File: src/rtl/crc16_regfile.sv
module crc16_regfile #(
  parameter int          DATA_W = 16,
  parameter int          CNT_W  = 12,
  parameter int          IN_W   = 12,
  parameter int          ADDR_W = 2,
  parameter logic [15:0] POLY   = 16'h8408,
  parameter logic [15:0] PRESET = 16'hFFFF
) (
  input  logic              clk,
  input  logic              rst_n,
  input  logic              wr_en,
  input  logic [ADDR_W-1:0] wr_addr,
  input  logic [DATA_W-1:0] wr_data,
  input  logic              rd_en,
  input  logic [ADDR_W-1:0] rd_addr,
  output logic [DATA_W-1:0] rd_data
);
  localparam logic [ADDR_W-1:0] A_CTRL = ADDR_W'(0);
  localparam logic [ADDR_W-1:0] A_IN   = ADDR_W'(1);
  localparam logic [ADDR_W-1:0] A_OUT  = ADDR_W'(2);
  localparam logic [CNT_W-1:0]  CNT_MAX = {CNT_W{1'b1}};

  function automatic logic [15:0] crc_byte(input logic [15:0] c, input logic [7:0] b);
    logic [15:0] s;
    s = c ^ {8'h00, b};
    for (int i = 0; i < 8; i++)
      s = s[0] ? ((s >> 1) ^ POLY) : (s >> 1);
    return s;
  endfunction

  logic [15:0]      crc_q, crc_d;
  logic [CNT_W-1:0] cnt_q, cnt_d;
  logic [IN_W-1:0]  hold_q, hold_d;

  wire clr  = wr_en && (wr_addr == A_CTRL) && wr_data[DATA_W-1];
  wire feed = wr_en && (wr_addr == A_IN);
  wire unused_hi = &{1'b0, wr_data[DATA_W-2:IN_W]};

  assign hold_d = feed ? wr_data[IN_W-1:0] : hold_q;
  assign crc_d  = clr ? PRESET : (feed ? crc_byte(crc_q, wr_data[7:0]) : crc_q);
  assign cnt_d  = clr ? '0 : ((feed && cnt_q != CNT_MAX) ? cnt_q + 1'b1 : cnt_q);

  always_ff @(posedge clk or negedge rst_n) begin
    if (!rst_n) begin
      crc_q  <= PRESET;
      cnt_q  <= '0;
      hold_q <= '0;
    end else begin
      crc_q  <= crc_d;
      cnt_q  <= cnt_d;
      hold_q <= hold_d;
    end
  end

  always_ff @(posedge clk or negedge rst_n) begin
    if (!rst_n)
      rd_data <= '0;
    else if (rd_en) begin
      case (rd_addr)
        A_CTRL:  rd_data <= {{(DATA_W-CNT_W){1'b0}}, cnt_d};
        A_IN:    rd_data <= {{(DATA_W-IN_W){1'b0}}, hold_d};
        A_OUT:   rd_data <= ~crc_d;
        default: rd_data <= '0;
      endcase
    end
  end

  assert_clear_R2: assert property (@(posedge clk) disable iff (!rst_n)
    clr |=> (crc_q == PRESET) && (cnt_q == '0));
  assert_ctrl_hi_zero_R3: assert property (@(posedge clk) disable iff (!rst_n)
    (rd_en && rd_addr == A_CTRL) |=> (rd_data[DATA_W-1:CNT_W] == '0));
  assert_count_step_R4: assert property (@(posedge clk) disable iff (!rst_n)
    (feed && cnt_q != CNT_MAX) |=> (cnt_q == $past(cnt_q) + 1'b1));
  assert_no_overflow_R6: assert property (@(posedge clk) disable iff (!rst_n)
    (!clr && cnt_q == CNT_MAX) |=> (cnt_q == CNT_MAX));
  assert_idle_stable_R8: assert property (@(posedge clk) disable iff (!rst_n)
    !(wr_en && (wr_addr == A_CTRL || wr_addr == A_IN)) |=> ($stable(crc_q) && $stable(cnt_q)));
  assert_rd_hold_R8: assert property (@(posedge clk) disable iff (!rst_n)
    !rd_en |=> $stable(rd_data));
endmodule

File: config.mk
export PLATFORM = sky130hd
export DESIGN_NAME = crc16_regfile
export DESIGN_NICKNAME = d
export VERILOG_FILES = /design/src/rtl/crc16_regfile.sv
export SDC_FILE = /design/constraint.sdc
export NUM_CORES = 1
export LEC_CHECK = 0
export CAP_MARGIN = 25
export CORE_ASPECT_RATIO = 1.2
export CORE_MARGIN = 3
export CORE_UTILIZATION = 55
export CTS_CLUSTER_DIAMETER = 100
export CTS_CLUSTER_SIZE = 20
export DETAILED_ROUTE_END_ITERATION = 7
export GPL_ROUTABILITY_DRIVEN = 0
export PLACE_DENSITY = 0.79
export SLEW_MARGIN = 0
export SYNTH_ARGS = -nofsm -noshare
export SYNTH_HDL_FRONTEND = slang
export SYNTH_SLANG_ARGS = --single-unit
File: constraint.sdc
create_clock -name clk -period 3 [get_ports clk]
set_input_delay 0.9 -clock clk [delete_from_list [all_inputs] [get_ports clk]]
set_output_delay 0.9 -clock clk [all_outputs]
set_load 0.02 [all_outputs]
==> results by group, run 1 <==
Yosys
  • Post-Syn Instances: slightly above 300
  • Syn. warnings: 0
  • Register area share after synthesis: 45.4%
  • Mapped Nets: 334
  • Asr flop ratio synth: 100%
  • Synth Area per Inst: 10.1 sq um
  • Post-synth EDFFs: 0
  • Dominant synthesized flop cell: dfrtp_1
  • Cell variety after synth: between 60 and 70
  • Synthesized flop and latch total: 56
  • Synthesized area: ~0.0031 sq mm

Setup path
  • Element type at the critical path start: input port
  • Critical path's largest stage delay: 620 ps
  • Crit path max-delay family: simple AND/OR/NAND/NOR gates
  • Req. time, crit path: ~3200 ps
  • Critical path arrival: around 2800 ps
  • Buffer and inverter count on the worst path: 1
  • Worst Setup End Kind: flip-flop
  • Slowest cell on the critical path: clkdlybuf4s50_1
  • CP Cell Sequence: clkdlybuf4s50_1 -> and4b_1 -> nand3_1 -> nor4_1 -> o21ai_0 -> a21oi_1
  • Critical path fanouts, max: 7
  • Critical path class: in -> reg

Detailed routing
  • Vias after detailed routing: between 2k and 2.5k
  • Avg WL per Cell: 17.6 um
  • Vias/cell: 5.95
  • DRC: 0
  • Routed WL: 7.21 mm
  • Antenna Nets Post-Route: 0
  • First DRT Iteration DRCs: 184
  • Drt first pass iters: 4

Finish
  • Flip-flop and latch area: 0.00142 sq mm
  • Antenna fix cells: 0
  • Fillers: 428
  • Layout net count: 371
  • Area delta synth->final: 19.0%
  • Fraction of layout cells with a size suffix above 1: approximately 16%
  • Non-Filler Instances: 409
  • Area of the multi-input gates: 0.00158 sq mm

Clocking
  • Post-CTS Repair Setup Buffers: 0
  • Clock buffer depth: 2
  • H-tree level count: 2
  • CTS tree: built
  • Worst-Skew Late Latency: 320 ps
  • Cts hold-fix bufs: 0
  • CTS clock-pin slew for the worst setup and hold paths: approximately 100 ps
  • CTS sink count: between 50 and 60
  • Clock root buffer: clkbuf_8
  • Cts repair resizes: 0
  • CTS Buf Count: 5

Place
  • Placed Cells: around 400
  • Dpl ws: 157 ps
  • I/O Buffers: 36
  • Post-DP HPWL: around 5.5 mm

Timing
  • Post-layout min period: 2560 ps
  • Fin worst setup slack: 444 ps
  • Fmax: 0.391 GHz
  • Count of final setup violators: 0
  • Clk_skew: roughly 15 ps
  • RSZ-0062 raised after global routing: no
  • Final Hold Vio Count: 0
  • Slew Viols, Final: 0
  • Fin crit share: 85.2%
  • Slew @ Worst Pin: 666 ps
  • TNS Setup: 0 ps
  • Slew HR: between 50% and 60%

Floorplanning
  • Starting Density: 57.9%
  • # IOs: 40
  • FP Rows: 29
  • Core Area: between 0.005 and 0.006 sq mm
  • Die Width: 74.8 um
  • Die area: approximately 0.0066 sq mm
  • Die Ht: 88.6 um

Power and ir drop
  • Pwr dens: 722 mW/mm^2
  • Worst VDD drop: about 390 uV
  • Pleak: 1.66 nW

Min path
  • Worst hold path type: reg -> reg

Global routing
  • Largest net degree at the start of global routing: 33
  • Initial antenna violation count: 0
  • First-pass GRT wire length: approximately 12 mm
  • Vias in the first global route: 2482
  • GRT Overall Usage: 24.2%
  • GRT overflow: 0

Flow run
  • Maxcap violations: 0

Run status
  • Run status: complete, no violations
## path summary, 6_finish.rpt
path	startpoint	endpoint	slack, ps	cells after the start
min in group asynchronous	rst_n	hold_q[4]	600	1
max reg2reg	cnt_q[0]	rd_data[4]	1040	6
min reg2reg	hold_q[6]	hold_q[6]	490	2
max	wr_en	rd_data[9]	440	6
max in group asynchronous	rst_n	crc_q[10]	1730	2
min	hold_q[6]	hold_q[6]	490	2
## cells in the mapped netlist (3+ instances only)
| cell | count | area share, % |
|---|---|---|
| dfstp_2 | 16 | 13 |
| o211ai_1 | 11 | 2.6 |
| and2_1 | 5 | 1.0 |
| nand2_1 | 50 | 6.0 |
| mux2_2 | 4 | 1.4 |
| xnor2_1 | 11 | 3.1 |
| mux2i_1 | 10 | 3.2 |
| buf_2 | 5 | 0.80 |
| clkbuf_1 | 10 | 1.2 |
| dfrtp_1 | 40 | 32 |
| o22ai_1 | 5 | 1.0 |
| xnor3_1 | 3 | 2.2 |
| nand3_1 | 8 | 1.3 |
| a31oi_1 | 6 | 1.2 |
| o21ai_0 | 9 | 1.4 |
| nor2b_1 | 3 | 0.60 |
| nor2_1 | 25 | 3.0 |
| inv_1 | 10 | 1.2 |
| nand2b_1 | 5 | 1.0 |
| nand4_1 | 6 | 1.2 |
| xor2_1 | 9 | 2.5 |
| xnor2_2 | 3 | 1.6 |
| o211a_1 | 3 | 0.96 |
| a21oi_1 | 6 | 0.96 |
## sequential cells by signal (all words and copies together) (netlist names)
| register | count |
|---|---|
| rd_data | 16 |
| hold_q | 12 |
| cnt_q | 12 |
| crc_q | 16 |
## worst min-delay path: stages, from the launching register on
cell and delay, ps:
dfrtp_1 340, nand2_1 40, nand2_1 70
## layer usage
metal / vias up / share of wire (%) / wire (um) / track usage [%]
met3: 13 / 4.3 / 309 / 2.95
met2: 69 / 52 / 3740 / 40.5
met5: - / 0 / 0 / 0
met4: 0 / 1.9 / 134 / 9.71
met1: 1185 / 42 / 3030 / 31.7
li1: 1166 / - / - / -
## stage by stage
step                hold WS [ps]  instance area, sq um  power [mW]  utilization [%]
floorplan                    441                  3130        1.89                -
global placement             463                  3610        2.17             66.8
detailed placement           465                  3610        2.20             66.8
CTS                          489                  3720        2.70             68.8
global route                 511                  3720        2.85             68.8
finish                       486                  3720        2.69             68.8
## cell type report
type	count	share of cell area (%)
repair buffers	48	13.3
well taps	62	2.08
multi-input cells	225	42.4
inverters	10	1.01
clock buffers	5	1.85
clock inverters	3	1.14
flip-flops and latches	56	38.2
## report_power, final
part           switching, mW  internal [mW]  total, mW
clock network          0.249          0.247      0.497
logic                  0.521          0.543       1.06
registers              0.118           1.01       1.13
total                  0.889           1.80       2.69
## logic make-up (layout without fill, tap and decap cells)
group	count (synthesis)	count (layout)	synth area share, %
AND/OR/NAND/NOR	121	121	20.2
AO/OA/AOI/OAI	62	62	15.1
flip-flops	56	56	45.4
buffers and inverters	28	66	4.08
XOR/XNOR	27	27	10.1
multiplexers	14	14	4.64
adder cells (fa/ha/maj)	1	1	0.400
## cell usage in the layout, fill, tap and decap left out, drive strengths merged, types with 4 or more instances in the layout
cell type / n
o21ai: 10
nand3: 8
nand4: 7
a21oi: 6
nand2b: 6
o22ai: 5
nand2: 51
dfrtp: 40
dfstp: 16
buf: 13
inv: 10
mux2: 4
and2: 5
xnor2: 14
mux2i: 10
xor2: 9
o211ai: 11
clkbuf: 5
a31oi: 6
clkdlybuf4s50: 35
nor2: 25
Note: power is estimated with default switching activity, not from simulation.
==> run 2: changes to the inputs <==
--- a/config.mk
+++ b/config.mk
@@ -13,7 +13,7 @@
 export CTS_CLUSTER_SIZE = 20
 export DETAILED_ROUTE_END_ITERATION = 7
 export GPL_ROUTABILITY_DRIVEN = 0
-export PLACE_DENSITY = 0.79
+export PLACE_DENSITY = 0.78
 export SLEW_MARGIN = 0
 export SYNTH_ARGS = -nofsm -noshare
 export SYNTH_HDL_FRONTEND = slang
==> run 2 against run 1 <==
Effect of this change: register-to-register slack better by 100 ps; worst hold slack gained 6.0 ps; critical path depth stayed put; utilization is 0.23 points lower; die area is the same; maximum frequency up 0.26%; worst setup slack better by 6.7 ps; count of clock-buffer cells in the layout stayed put; cell count grew 0.24%; via count increased by 0.62%; largest cell class unchanged; largest power group unchanged; highest routed layer unchanged.
==> results by group, run 2 (synthesis gave the netlist of run 1 again) <==
Clocking
  • Clock buffer depth: 2
  • H-tree level count: 2
  • Cts hold-fix bufs: 0
  • Clock root buffer: clkbuf_8
  • Post-CTS Repair Setup Buffers: 0
  • CTS tree: built
  • CTS Buf Count: 5
  • Worst-Skew Late Latency: around 320 ps
  • CTS sink count: 56
  • CTS clock-pin slew for the worst setup and hold paths: 110 ps
  • Cts repair resizes: 0

Detailed routing
  • Routed WL: 7.26 mm
  • Avg WL per Cell: 17.7 um
  • DRC: 0
  • First DRT Iteration DRCs: 191
  • Vias/cell: 5.97
  • Vias after detailed routing: around 2.4k
  • Antenna Nets Post-Route: 0
  • Drt first pass iters: 4

Min path
  • Worst Hold Path Cells: 2
  • Worst hold path type: reg -> reg

Timing
  • RSZ-0062 raised after global routing: no
  • Fin crit share: 85.0%
  • TNS Setup: 0 ps
  • Clk_skew: 15.9 ps
  • WHS: about 490 ps
  • Slew HR: between 50 and 60%
  • Slew Viols, Final: 0
  • Slew @ Worst Pin: 654 ps
  • Count of final setup violators: 0
  • Fmax: 0.392 GHz
  • Post-layout min period: 2550 ps
  • Final Hold Vio Count: 0

Finish
  • Antenna fix cells: 0
  • Fraction of layout cells with a size suffix above 1: between 10% and 20%
  • Most common cell after layout, fill and taps aside: nand2_1
  • Area delta synth->final: 18.6%
  • Fin area: 0.00371 sq mm
  • Layout net count: 372
  • Biggest regs: crc_q (16), rd_data (16)
  • Most frequent cells in the layout: nand2_1 (50), dfrtp_1 (40), clkdlybuf4s50_1 (35)

Floorplanning
  • Die Width: 74.8 um
  • Die area: roughly 0.0066 sq mm
  • Die Ht: 88.6 um
  • Core Area: between 0.005 and 0.006 sq mm
  • # IOs: 40
  • Starting Density: 57.9%
  • FP Rows: 29

Setup path
  • Element type at the critical path start: input port
  • Critical path class: in -> reg
  • Critical path fanouts, max: 9
  • R2r endpoint: rd_data[4]
  • Worst Setup End Kind: flip-flop
  • Critical path arrival: 2800 ps
  • Req. time, crit path: ~3300 ps
  • Flop2flop setup slack: between 1000 and 1500 ps
  • Worst setup path end: rd_data[4]
  • Crit path launch: wr_addr[0]
  • R2R depth: 6
  • RR Startpoint: cnt_q[0]

Power and ir drop
  • Pleak: between 1.5 and 2 nW
  • Worst VDD drop: 309 uV
  • Pwr dens: 708 mW/mm^2

Run status
  • Run status: complete, no violations

Global routing
  • Initial antenna violation count: 0
  • GRT Overall Usage: approximately 24%
  • Vias in the first global route: 2441
  • GRT overflow: 0
  • Largest net degree at the start of global routing: 33
  • First-pass GRT wire length: between 10 and 15 mm

Place
  • Post-DP HPWL: 5.46 mm
  • Placed cell area: 0.00362 sq mm
  • I/O Buffers: 36

Flow run
  • Maxcap violations: 0
## run 2: changes by cell type in the layout (fill, tap and decap cells not counted)
cell / change
inv_6: +1
buf_4: +1
clkinvlp_4: -1
bufinv_16: -1
clkinv_4: +1
## run 2: routing by layer
layer | global-route usage, % | vias up | part of all wire (%)
met1 | 31.4 | 1182 | 42
met2 | 40.6 | 78 | 51
li1 | - | 1170 | -
met5 | 0 | - | 0
met3 | 4.20 | 18 | 4.8
met4 | 10.0 | 0 | 2.7
## run 2: critical path, stage by stage
cell and delay, ps:
clkdlybuf4s50_1 590, and4bb_2 360, nor3_1 450, and2_1 210, mux2i_1 90, a41oi_1 200
## run 2: how the worst min path moves through the flow
stage / from / endpoint / slack, ps
CTS: hold_q[10] / hold_q[10] / 490
detailed placement: hold_q[10] / hold_q[10] / 470
global route: hold_q[5] / hold_q[5] / 520
global placement: hold_q[1] / hold_q[1] / 460
finish: hold_q[6] / hold_q[6] / 490
floorplan: hold_q[3] / hold_q[3] / 440
## run 2: final cells by class
type	count	area, sq um
clock inverter	3	22.5
fill	417	1700
inverter	10	37.5
multi-input combinational	225	1580
sequential	56	1420
tap	62	77.6
clock buffer	5	68.8
timing repair buffer	49	503
## run 2: through the flow
step	std cells	util [%]	power, mW	worst slack [ps]
2_1_floorplan	309	-	1.89	914
3_3_place_gp	402	66.9	2.17	164
6_report	410	68.6	2.63	451
4_1_cts	410	68.6	2.64	467
3_5_place_dp	402	66.9	2.21	141
5_1_grt	410	68.6	2.80	363
## run 2: power by group
group          internal, mW  switching [mW]
logic                 0.545           0.524
registers              1.01           0.122
clock network         0.168           0.257
